### config.mk
export PLATFORM = sky130hd
export DESIGN_NAME = lock_gate_filter
export DESIGN_NICKNAME = d
export VERILOG_FILES = /design/src/rtl/lock_gate_filter.sv
export SDC_FILE = /design/constraint.sdc
export NUM_CORES = 1
export LEC_CHECK = 0
export BUFFER_PORTS_ARGS = -buffer_cell sky130_fd_sc_hd__clkbuf_2
export CORE_MARGIN = 2
export CORE_UTILIZATION = 55
export CTS_BUF_LIST = sky130_fd_sc_hd__clkbuf_8
export DETAILED_ROUTE_END_ITERATION = 6
export PLACE_DENSITY = 0.76
export SLEW_MARGIN = 20
export SYNTH_ARGS = -nofsm -noshare
export SYNTH_HDL_FRONTEND = slang
export SYNTH_SLANG_ARGS = --single-unit
export TNS_END_PERCENT = 1
### constraint.sdc
create_clock -name clk_ref -period 2.6 [get_ports clk_ref]
set_clock_uncertainty 0.2 [all_clocks]
set_input_delay 0.13 -clock clk_ref [delete_from_list [all_inputs] [get_ports clk_ref]]
set_output_delay 0.13 -clock clk_ref [all_outputs]
set_load 0.02 [all_outputs]
### src/rtl/lock_gate_filter.sv
module lock_gate_filter #(
  parameter int CNT_W     = 20,
  parameter int PULSE_LEN = 4
) (
  input  logic             clk_ref,
  input  logic             rst_async,
  input  logic             enable,
  input  logic             lock_raw,
  input  logic [CNT_W-1:0] hold_cycles,
  input  logic             self_reset_en,
  output logic             lock_ungated,
  output logic             lock_gated,
  output logic             pll_reset_req
);
  localparam int PW = $clog2(PULSE_LEN + 1);

  logic             s1, s2, s3, armed;
  logic [CNT_W-1:0] cnt;
  logic [PW-1:0]    req_cnt;

  wire [CNT_W-1:0] hold_eff = (hold_cycles == '0) ? CNT_W'(1) : hold_cycles;
  wire             lost     = s3 & ~s2;

  always_ff @(posedge clk_ref or posedge rst_async) begin
    if (rst_async) begin
      s1 <= 1'b0; s2 <= 1'b0; s3 <= 1'b0; armed <= 1'b0;
      cnt <= '0; req_cnt <= '0;
    end else if (!enable) begin
      s1 <= 1'b0; s2 <= 1'b0; s3 <= 1'b0; armed <= 1'b0;
      cnt <= '0; req_cnt <= '0;
    end else begin
      s1 <= lock_raw;
      s2 <= s1;
      s3 <= s2;
      if (!s2)                 cnt <= '0;
      else if (cnt < hold_eff) cnt <= cnt + CNT_W'(1);
      armed <= (armed | lock_gated) & ~lost;
      if (lost && armed && self_reset_en) req_cnt <= PW'(PULSE_LEN);
      else if (req_cnt != '0)             req_cnt <= req_cnt - PW'(1);
    end
  end

  assign lock_ungated  = s2;
  assign lock_gated    = s2 & (cnt >= hold_eff);
  assign pll_reset_req = (req_cnt != '0);

  AST_DISABLE_CLEARS: assert property (@(posedge clk_ref) disable iff (rst_async)
    !enable |=> (!lock_ungated && !lock_gated && !pll_reset_req));
  AST_GATED_AFTER_UNGATED: assert property (@(posedge clk_ref) disable iff (rst_async)
    $rose(lock_gated) |-> $past(lock_ungated));
  AST_REQ_HOLDS: assert property (@(posedge clk_ref) disable iff (rst_async)
    ($rose(pll_reset_req) && enable) |=> pll_reset_req);
  AST_REQ_NEEDS_LOSS: assert property (@(posedge clk_ref) disable iff (rst_async)
    $rose(pll_reset_req) |-> ($past(self_reset_en) && !$past(lock_ungated)));
endmodule

# Yosys cells after proc, flatten, opt, wreduce, memory -nomap -nowiden
# Cells that the tools add are included.
[totals]
reg_bits = 27
inputBits = 25
output_inout_bits = 3
wordCells = 33
[classes]
n_addsub = 2
magnitude_cmp = 2
eq_ne = 2
n_mux = 11
bitwise = 6
n_reduce_logical = 4
[op_table]
columns = ["op", "n"]
rows = [
  ["20-bit two-way mux", 4],
  ["20-bit by 1-bit adder with 20-bit output, second input constant", 1],
  ["20-bit greater-or-equal comparator", 1],
  ["20-bit zero test", 1],
  ["20-bit < comparator", 1],
  ["3-bit two-way mux", 3],
  ["1-bit two-way mux", 4],
  ["1-bit bitwise AND", 3],
  ["3-bit by 1-bit != test with 1-bit output, second input constant", 1],
  ["3-bit by 2-bit != test with 1-bit output, second input constant", 1],
  ["3-bit nonzero test", 1],
  ["3-bit by 1-bit subtractor with 3-bit output, second input constant", 1],
  ["1-bit logical AND", 2],
  ["1-bit NOT", 2],
  ["1-bit bitwise OR", 1],
]

# Logic depth before layout (Yosys ltp)
# Gate-level depths: netlist of run 1.
[depth]
depth_word = 7
ltp_mapped = 12

# Worst setup path before layout of run 1
# No wires, ideal clock.
[synth_timing]
path_type = "register -> register"
from = "reg cnt[13]"
to = "reg cnt[9]"
setup_time_ns = 0.078
arrival_ns = 2.119
setup_slack_ns = 0.202
path_stages_with_launch = 8
path_buffers = 0
synth_period_minus_slack_ns = 2.398
path_cell_list = "dfrtp_1 > ha_1 > a21oi_1 > o21ai_1 > a221oi_2 > nand3_4 > or4_1 > a21oi_1"
[synth_via]
elab_chain_len = 2
[synth_rtl]
columns = ["element", "line_no", "rtl"]
rows = [
  ["start: declaration", "18", "logic [CNT_W-1:0] cnt;"],
  ["start signal: assignment", "36", "else if (cnt < hold_eff) cnt <= cnt + CNT_W'(1);"],
  ["20-bit < comparator", "36", ""],
  ["3-bit by 2-bit != test with 1-bit output (no source line)", "-", ""],
]
# No other way between the ends.
# A chain may end at the register's enable or synchronous reset.

# Worst setup path in the final report of run 1
[layout_timing]
from = "in hold_cycles[17]"
to = "reg cnt[10]"
[layout_via]
elab_chain_len = 4
[layout_rtl]
columns = ["element", "line_no", "rtl"]
rows = [
  ["start: declaration", "9", "input logic [CNT_W-1:0] hold_cycles,"],
  ["20-bit zero test", "21", "wire [CNT_W-1:0] hold_eff = (hold_cycles == '0) ? CNT_W'(1) : hold_cycles;"],
  ["20-bit two-way mux (*)", "21", ""],
  ["20-bit < comparator (*)", "36", ""],
  ["3-bit by 2-bit != test with 1-bit output (no source line) (*)", "-", ""],
]
# Every way passes the cells marked *; elsewhere a longest branch is shown, timed or not.

==> impl_metrics.env, run 1 <==
export IMPL_outcome="finished with violations"
export IMPL_violations="negative setup slack"
export IMPL_dieArea_sq_mm=0.00407
export IMPL_synthDistinctLibCells=37
export IMPL_drtPass1Iterations=4
export IMPL_final_period_utilization=1.01
export IMPL_required_ns=2.61
export IMPL_crit_slowest_cell="o41ai_2"
export IMPL_cp_start_kind="primary input"
export IMPL_synth_area_sq_mm=0.00197
export IMPL_power_internal_mw=0.655
export IMPL_dieHeight_um=63.8
export IMPL_crit_path_max_fanout=6
export IMPL_initial_core_util=0.580
export IMPL_ant_nets=0
export IMPL_p_switching_mw=0.284
export IMPL_wl_per_cell_um=16.4
export IMPL_crit_cells=12
export IMPL_fin_util=0.824
export IMPL_rsz0062_at_grt="yes"
export IMPL_final_cell_area_sq_mm=0.00279
export IMPL_p_leak_nw=1.33
export IMPL_worstMarginPinSlew_ns=0.544
export IMPL_combPwrFrac=0.259
export IMPL_nets=353
export IMPL_crit_family="simple AND/OR/NAND/NOR gates"
export IMPL_hold_viol=0
export IMPL_vias=2062
export IMPL_clock_latency_ns=0.27
export IMPL_io_pins=28
export IMPL_clockRootBuffer="clkbuf_8"
export IMPL_hold_path_class="in2async"
export IMPL_hpwl_um=3660
export IMPL_slew_violations=0
export IMPL_crit_chain="clkbuf_2 > nor4_1 > nand4_1 > o41ai_2 > ha_2 > nor2b_1 > o21bai_1 > a21o_4 > nand3_4 > buf_4 > or3_1 > a21oi_1"
export IMPL_critPathBufInv=2
export IMPL_yosysSeqAreaShare=0.344
export IMPL_end_kind="flop"
export IMPL_p_clk_frac=0.257
export IMPL_yosysWarningCount=0
export IMPL_drc=0
export IMPL_die_w_um=63.8
export IMPL_placed_cell_area_sq_mm=0.00238
export IMPL_track_usage=0.258
export IMPL_drive_gt1_frac=0.365
export IMPL_path_class="in2reg"
export IMPL_portBuffers=27
export IMPL_drtIter0Drc=138
export IMPL_whs_ns=0.212
export IMPL_cts_tree="built"
export IMPL_maxCapViolCount=0
export IMPL_drt_wl_total_um=5750
export IMPL_clock_sinks=27
export IMPL_area_growth_pct=42.0
export IMPL_grt_ovfl_total=0
export IMPL_htreeDepth=1
export IMPL_gp_congestion=0.804
export IMPL_numCtsBuffers=3
export IMPL_power_density_mw_per_mm2=336
export IMPL_slew_limit_headroom=0.637
export IMPL_synth_nets=276
export IMPL_pwr_share_seq=0.484
export IMPL_grt_pass1_wl_um=8280
export IMPL_r2r_setup_slack_ns=0.01
export IMPL_timing_rr_start="cnt[17]"
export IMPL_clock_fmax_mhz=380
export IMPL_syn_avg_cell_area_sq_um=8.63
export IMPL_diodes=0
export IMPL_clk_pin_slew_worst_paths_ns=0.10
export IMPL_power_total_mw=0.938
export IMPL_fin_ws_ns=-0.0344
export IMPL_arrival_ns=2.64
export IMPL_setup_violations=4
export IMPL_synthCells=228
export IMPL_synth_seq_cells=27
export IMPL_rows=21
export IMPL_p_sw_frac=0.302
export IMPL_viasPerCell=5.89
export IMPL_synth_edf_count=0
export IMPL_grt_max_degree=15
export IMPL_ctsLongestPathBuffers=2
export IMPL_max_stage_delay_ns=0.37
export IMPL_peakVddDrop_v=0.000430
export IMPL_coreArea_sq_mm=0.00339
export IMPL_first_global_vias=1979
export IMPL_worst_r2r_endpoint="cnt[10]"
export IMPL_antenna_found_initial=0
export IMPL_synthFlopType="dfrtp_1"
export IMPL_fin_crit_ns=2.63
export IMPL_reg2reg_depth=9
export IMPL_synthArstFlopShare=1.00
## cells in the final DEF, fill, tap and decap left out, drive strengths merged, types with 8 or more instances in the layout
| cell | n |
|---|---|
| buf | 46 |
| clkbuf | 29 |
| inv | 27 |
| dfrtp | 27 |
| a21oi | 24 |
| ha | 23 |
| nand2 | 17 |
| o21ai | 17 |
| nand4 | 14 |
| nand3 | 11 |
| or3 | 10 |
| nor2 | 8 |
| or4 | 8 |
## worst register-to-register path: cells and delay by family (launching register included)
kind / cells / cell delay, ns
simple gates: 3 / 0.76
flops: 1 / 0.46
compound gates: 3 / 0.46
buf+inv: 2 / 0.36
fa+ha+maj: 1 / 0.28
## repair_timing
action,in CTS,in global routing
gates cloned,1,1
gates resized for setup,3,40
buffers inserted,0,9
pin swaps,1,26
setup endpoints to repair,14,20
endpoints found under the hold margin,19,0
hold buffers,5,0
## cell usage after synthesis, types with 2 or more instances
cell type	instances	area (sq um)
a21boi_0	2	15.0
or3_1	10	62.6
o21ai_0	9	45.0
and4_1	4	35.0
and2_1	3	18.8
dfrtp_1	27	676
o31ai_1	5	37.5
buf_8	2	30.0
clkbuf_1	4	15.0
or4_1	8	60.1
inv_1	26	97.6
a21oi_1	24	120
nor4_1	5	31.3
nand3_1	8	40.0
and3_1	3	18.8
o21ai_1	8	40.0
nand4_1	14	87.6
nand2_1	17	63.8
ha_1	23	288
nor2_1	7	26.3
nand2b_1	2	12.5
xnor2_1	2	17.5
## area by class of cell
| class | instances | area, sq um |
|---|---|---|
| flip-flops and latches | 27 | 677 |
| well taps | 46 | 57.6 |
| clock buffers | 3 | 41.3 |
| fillers | 199 | 597 |
| repair buffers | 77 | 537 |
| inverters | 26 | 97.6 |
| multi-input cells | 170 | 1380 |
| clock inverters | 1 | 3.75 |
## state kept, by name (all words and copies together) (netlist names)
signal	cells
lock_ungated	1
s3	1
cnt	20
req_cnt	3
armed	1
s1	1
## worst max path at each step
| stage | from | slack [ns] | end |
|---|---|---|---|
| 5_1_grt | hold_cycles[17] | -0.11 | cnt[12] |
| 3_3_place_gp | hold_cycles[2] | -0.31 | cnt[3] |
| 4_1_cts | cnt[19] | 0.002 | cnt[3] |
| 6_report | hold_cycles[17] | -0.03 | cnt[10] |
| 3_5_place_dp | hold_cycles[2] | -0.42 | cnt[3] |
| 2_1_floorplan | cnt[13] | 0.20 | cnt[9] |
## layer usage
metal	wire (um)	vias to the layer above	track usage
li1	-	998	-
met1	2250	978	0.311
met2	3130	73	0.462
met3	272	13	0.0440
met4	92	0	0.0870
met5	0	-	0
## power by group through the flow
| stage | clock network (mW) | logic [mW] | registers (mW) |
|---|---|---|---|
| floorplan | 0 | 0.137 | 0.460 |
| global placement | 0 | 0.207 | 0.461 |
| detailed placement | 0 | 0.216 | 0.462 |
| CTS | 0.239 | 0.224 | 0.454 |
| global route | 0.259 | 0.269 | 0.456 |
| finish | 0.241 | 0.243 | 0.454 |
## kinds of logic after synthesis
| kind of cell | synth area share |
|---|---|
| xor+xnor | 0.0134 |
| buf+inv | 0.0763 |
| simple gates | 0.250 |
| mux | 0.00509 |
| compound gates | 0.165 |
| fa+ha+maj | 0.146 |
| flops | 0.344 |
## stage by stage
stage	worst slack, ns	std cells	TNS (ns)
2_1_floorplan	0.202	228	0
3_3_place_gp	-0.307	331	-4.41
3_5_place_dp	-0.415	331	-6.29
4_1_cts	0.00213	341	0
5_1_grt	-0.115	350	-1.15
6_report	-0.0344	350	-0.0799
(Power assumes the default switching activity.)
==> run 2: changes to the inputs <==
==> constraint.sdc (replaced) <==
create_clock -name clk_ref -period 3.4 [get_ports clk_ref]
set_clock_uncertainty 0.2 [all_clocks]
set_input_delay 0.17 -clock clk_ref [delete_from_list [all_inputs] [get_ports clk_ref]]
set_output_delay 0.17 -clock clk_ref [all_outputs]
set_load 0.02 [all_outputs]
==> impl_metrics.env, run 2 (synthesis results as in run 1) <==
export IMPL_final_cell_mix="dfrtp_1 (27), clkbuf_2 (27), inv_1 (25), a21oi_1 (24), ha_1 (23)"
export IMPL_antenna_found_initial=0
export IMPL_p_leak_nw=1.05
export IMPL_ctsResizeCount=0
export IMPL_nets=306
export IMPL_gp_congestion=0.842
export IMPL_crit_chain="ha_1 > a21oi_1 > o21ai_1 > a221oi_2 > nand3_4 > or4_1 > a21oi_1"
export IMPL_clock_latency_ns=0.27
export IMPL_slew_violations=0
export IMPL_grt_max_degree=38
export IMPL_first_global_vias=1659
export IMPL_critPathBufInv=0
export IMPL_drt_wl_total_um=4150
export IMPL_drc=0
export IMPL_io_pins=28
export IMPL_fin_setup_tns_ns=0
export IMPL_htreeDepth=1
export IMPL_power_density_mw_per_mm2=308
export IMPL_required_ns=3.39
export IMPL_coreArea_sq_mm=0.00339
export IMPL_setup_violations=0
export IMPL_hpwl_um=3210
export IMPL_fin_crit_ns=2.95
export IMPL_max_stage_delay_ns=0.60
export IMPL_crit_top_cell="a21oi_1"
export IMPL_grt_ovfl_total=0
export IMPL_largest_reg_flops=20
export IMPL_initial_core_util=0.580
export IMPL_peakVddDrop_v=0.000266
export IMPL_drtIter0Drc=102
export IMPL_top_register="cnt"
export IMPL_post_cts_buffers=0
export IMPL_whs_ns=0.265
export IMPL_track_usage=0.225
export IMPL_drive_gt1_frac=0.136
export IMPL_dieHeight_um=63.8
export IMPL_crit_path_max_fanout=37
export IMPL_cts_tree="built"
export IMPL_clockRootBuffer="clkbuf_8"
export IMPL_numCtsBuffers=3
export IMPL_end_kind="flop"
export IMPL_die_w_um=63.8
export IMPL_slew_limit_headroom=0.514
export IMPL_grt_pass1_wl_um=7410
export IMPL_ant_nets=0
export IMPL_clk_pin_slew_worst_paths_ns=0.09
export IMPL_vias=1764
export IMPL_clock_fmax_mhz=339
export IMPL_outcome="completed"
export IMPL_crit_family="simple AND/OR/NAND/NOR gates"
export IMPL_dieArea_sq_mm=0.00407
export IMPL_hold_buffers=5
export IMPL_cp_start_kind="flop"
export IMPL_maxCapViolCount=0
export IMPL_path_class="reg2reg"
export IMPL_portBuffers=27
export IMPL_viasPerCell=5.82
export IMPL_drtPass1Iterations=4
export IMPL_rsz0062_at_grt="no"
export IMPL_arrival_ns=2.94
export IMPL_clock_sinks=27
export IMPL_area_growth_pct=12.0
export IMPL_diodes=0
export IMPL_hold_path_class="reg2reg"
export IMPL_worstMarginPinSlew_ns=0.727
export IMPL_largest_registers="cnt: 20 flops, req_cnt: 3 flops"
export IMPL_hold_viol=0
export IMPL_ctsLongestPathBuffers=2
export IMPL_final_period_utilization=0.868
export IMPL_crit_slowest_cell="or4_1"
export IMPL_fin_util=0.650
export IMPL_rows=21
export IMPL_wl_per_cell_um=13.7
[run 2: changes by cell type in the layout (fill, tap and decap cells not counted), sizes merged]
cell	change
clkbuf	+1
buf	-46
clkinv	+1
nand3	-2
inv	-1
[run 2: area by class of cell]
type | instances | area (sq um)
clock inverters | 1 | 5.00
clock buffers | 3 | 41.3
fillers | 319 | 1190
flip-flops and latches | 27 | 676
repair buffers | 32 | 185
multi-input cells | 168 | 1140
inverters | 26 | 97.6
well taps | 46 | 57.6
[run 2: routing by layer]
metal / track usage / routed length [um] / vias up
li1: - / - / 899
met1: 0.291 / 1910 / 836
met2: 0.400 / 2080 / 25
met3: 0.0387 / 125 / 4
met4: 0.0353 / 37 / 0
met5: 0 / 0 / -
[run 2: path summary, 6_finish.rpt]
kind                                start           end  slack [ns]  cells after the start
worst min register to register         s1  lock_ungated        0.26                      1
worst max register to register    cnt[13]       cnt[19]        0.45                      7
worst max-delay path              cnt[13]       cnt[19]        0.45                      7
max in group asynchronous       rst_async       cnt[17]        2.35                      3
min in group asynchronous       rst_async       cnt[14]        0.28                      3
worst min-delay path                   s1  lock_ungated        0.26                      1
[run 2: metrics by stage]
step | power [mW] | setup slack (ns) | instance area [sq um] | cells
floorplan | 0.456 | 1.00 | 1970 | 228
CTS | 0.689 | 0.441 | 2200 | 303
finish | 0.680 | 0.448 | 2200 | 303
global placement | 0.498 | 0.385 | 2110 | 294
global route | 0.726 | 0.235 | 2200 | 303
detailed placement | 0.503 | 0.260 | 2110 | 294
[run 2: power breakdown]
group / switching [mW] / internal, mW / leakage [nW]
combinational: 0.0864 / 0.0662 / 0.656
clock: 0.0981 / 0.0821 / 0.0255
sequential: 0.00962 / 0.337 / 0.372
total: 0.194 / 0.486 / 1.05
==> run 3: changes to the inputs <==
--- a/config.mk
+++ b/config.mk
@@ -11,6 +11,8 @@
 export CTS_BUF_LIST = sky130_fd_sc_hd__clkbuf_8
 export DETAILED_ROUTE_END_ITERATION = 6
 export PLACE_DENSITY = 0.76
+export RECOVER_POWER = 50
+export SETUP_SLACK_MARGIN = 0.05
 export SLEW_MARGIN = 20
 export SYNTH_ARGS = -nofsm -noshare
 export SYNTH_HDL_FRONTEND = slang
==> constraint.sdc (replaced) <==
create_clock -name clk_ref -period 3.1 [get_ports clk_ref]
set_clock_uncertainty 0.2 [all_clocks]
set_input_delay 0.155 -clock clk_ref [delete_from_list [all_inputs] [get_ports clk_ref]]
set_output_delay 0.155 -clock clk_ref [all_outputs]
set_load 0.02 [all_outputs]
==> impl_metrics.env, run 3 (synthesis results as in run 1) <==
export IMPL_grt_ovfl_total=0
export IMPL_final_period_utilization=0.895
export IMPL_cp_start_kind="flop"
export IMPL_arrival_ns=2.75
export IMPL_maxCapViolCount=0
export IMPL_die_w_um=63.8
export IMPL_ant_nets=0
export IMPL_hold_path_startpoint="s1"
export IMPL_required_ns=3.08
export IMPL_portBuffers=27
export IMPL_power_density_mw_per_mm2=332
export IMPL_crit_path_max_fanout=31
export IMPL_cts_tree="built"
export IMPL_fill_cells=302
export IMPL_hpwl_um=3200
export IMPL_fin_crit_ns=2.77
export IMPL_drive_gt1_frac=0.127
export IMPL_dieArea_sq_mm=0.00407
export IMPL_area_growth_pct=12.6
export IMPL_worstMarginPinSlew_ns=0.941
export IMPL_holdPathEnd="lock_ungated"
export IMPL_hold_depth=1
export IMPL_p_leak_nw=1.06
export IMPL_largest_registers="cnt: 20 flops, req_cnt: 3 flops"
export IMPL_viasPerCell=5.75
export IMPL_drt_wl_total_um=4030
export IMPL_clk_pin_slew_worst_paths_ns=0.09
export IMPL_peakVddDrop_v=0.000363
export IMPL_rsz0062_at_grt="no"
export IMPL_drtPass1Iterations=4
export IMPL_clockRootBuffer="clkbuf_8"
export IMPL_nets=308
export IMPL_clock_fmax_mhz=360
export IMPL_final_cell_mix="dfrtp_1 (27), inv_1 (26), clkbuf_2 (25), a21oi_1 (24), ha_1 (23)"
export IMPL_worst_r2r_endpoint="cnt[4]"
export IMPL_diodes=0
export IMPL_clock_latency_ns=0.27
export IMPL_grt_max_degree=32
export IMPL_clock_sinks=27
export IMPL_coreArea_sq_mm=0.00339
export IMPL_timing_rr_start="cnt[13]"
export IMPL_slew_limit_headroom=0.369
export IMPL_drtIter0Drc=94
export IMPL_ctsLongestPathBuffers=2
export IMPL_grt_pass1_wl_um=7370
export IMPL_track_usage=0.225
export IMPL_r2r_setup_slack_ns=0.33
export IMPL_path_class="reg2reg"
export IMPL_initial_core_util=0.580
export IMPL_vias=1753
export IMPL_largest_reg_flops=20
export IMPL_hold_path_class="reg2reg"
export IMPL_hold_viol=0
export IMPL_wl_per_cell_um=13.2
export IMPL_reg2reg_depth=9
export IMPL_numCtsBuffers=3
export IMPL_setup_violations=0
export IMPL_io_pins=28
export IMPL_first_global_vias=1684
export IMPL_rows=21
export IMPL_end_kind="flop"
export IMPL_whs_ns=0.265
export IMPL_critPathLaunch="cnt[13]"
export IMPL_outcome="completed"
export IMPL_slew_violations=0
export IMPL_dieHeight_um=63.8
export IMPL_fin_setup_tns_ns=0
export IMPL_drc=0
export IMPL_antenna_found_initial=0
export IMPL_final_common_cell="dfrtp_1"
export IMPL_top_register="cnt"
export IMPL_htreeDepth=1
export IMPL_gp_congestion=0.856
## run 3: cell count changes in the layout (fill, tap and decap cells not counted), sizes merged
cell,delta
buf,+2
## run 3: per-stage QoR
step | setup WS, ns | util | cell area (sq um) | std cells | power, mW
after CTS | 0.315 | 0.654 | 2220 | 305 | 0.748
after floorplan | 0.702 | - | 1970 | 228 | 0.500
after detailed placement | 0.0878 | 0.626 | 2120 | 296 | 0.553
final | 0.326 | 0.653 | 2210 | 305 | 0.736
after global placement | 0.104 | 0.626 | 2120 | 296 | 0.546
after global routing | 0.0567 | 0.653 | 2210 | 305 | 0.784
## run 3: area by class of cell
class                           count  area (sq um)  share of cell area
Clock buffer                        3          41.3              0.0186
Clock inverter                      1          3.75             0.00169
Inverter                           26          97.6              0.0441
Multi-Input combinational cell    168          1140               0.515
Sequential cell                    27           676               0.305
Tap cell                           46          57.6              0.0260
Timing Repair Buffer               34           198              0.0893
## run 3: timing repair
action                                 4_1_cts  5_1_grt
resized for setup                            0        0
hold buffers                                 5        0
endpoints found under the hold margin       33        0
setup buffers                                0        0
## run 3: worst max-delay path by stage
| stage | end | cells past startpoint |
|---|---|---|
| after floorplan | cnt[9] | 7 |
| after global placement | cnt[4] | 12 |
| after CTS | cnt[4] | 9 |
| final | cnt[4] | 9 |
| after detailed placement | cnt[4] | 12 |
| after global routing | cnt[4] | 12 |
## run 3: power breakdown
part,switching (mW),internal (mW)
registers,0.0105,0.370
clock network,0.0994,0.0886
logic,0.0954,0.0724
## run 3: per-layer routing
metal / up-vias / GRT usage / share of wire
met5: - / 0 / 0
met4: 0 / 0.0435 / 0.010
met1: 818 / 0.308 / 0.46
met3: 4 / 0.0335 / 0.041
met2: 31 / 0.382 / 0.48
li1: 900 / - / -
## run 3: worst max-delay path, cell delays in order (launching register included)
cell and delay, ns:
dfrtp_1 0.47, ha_1 0.34, a21oi_1 0.15, o21ai_1 0.09, a221oi_2 0.26, buf_4 0.18, nand3_4 0.24, buf_4 0.27
or3_1 0.34, a21oi_1 0.14
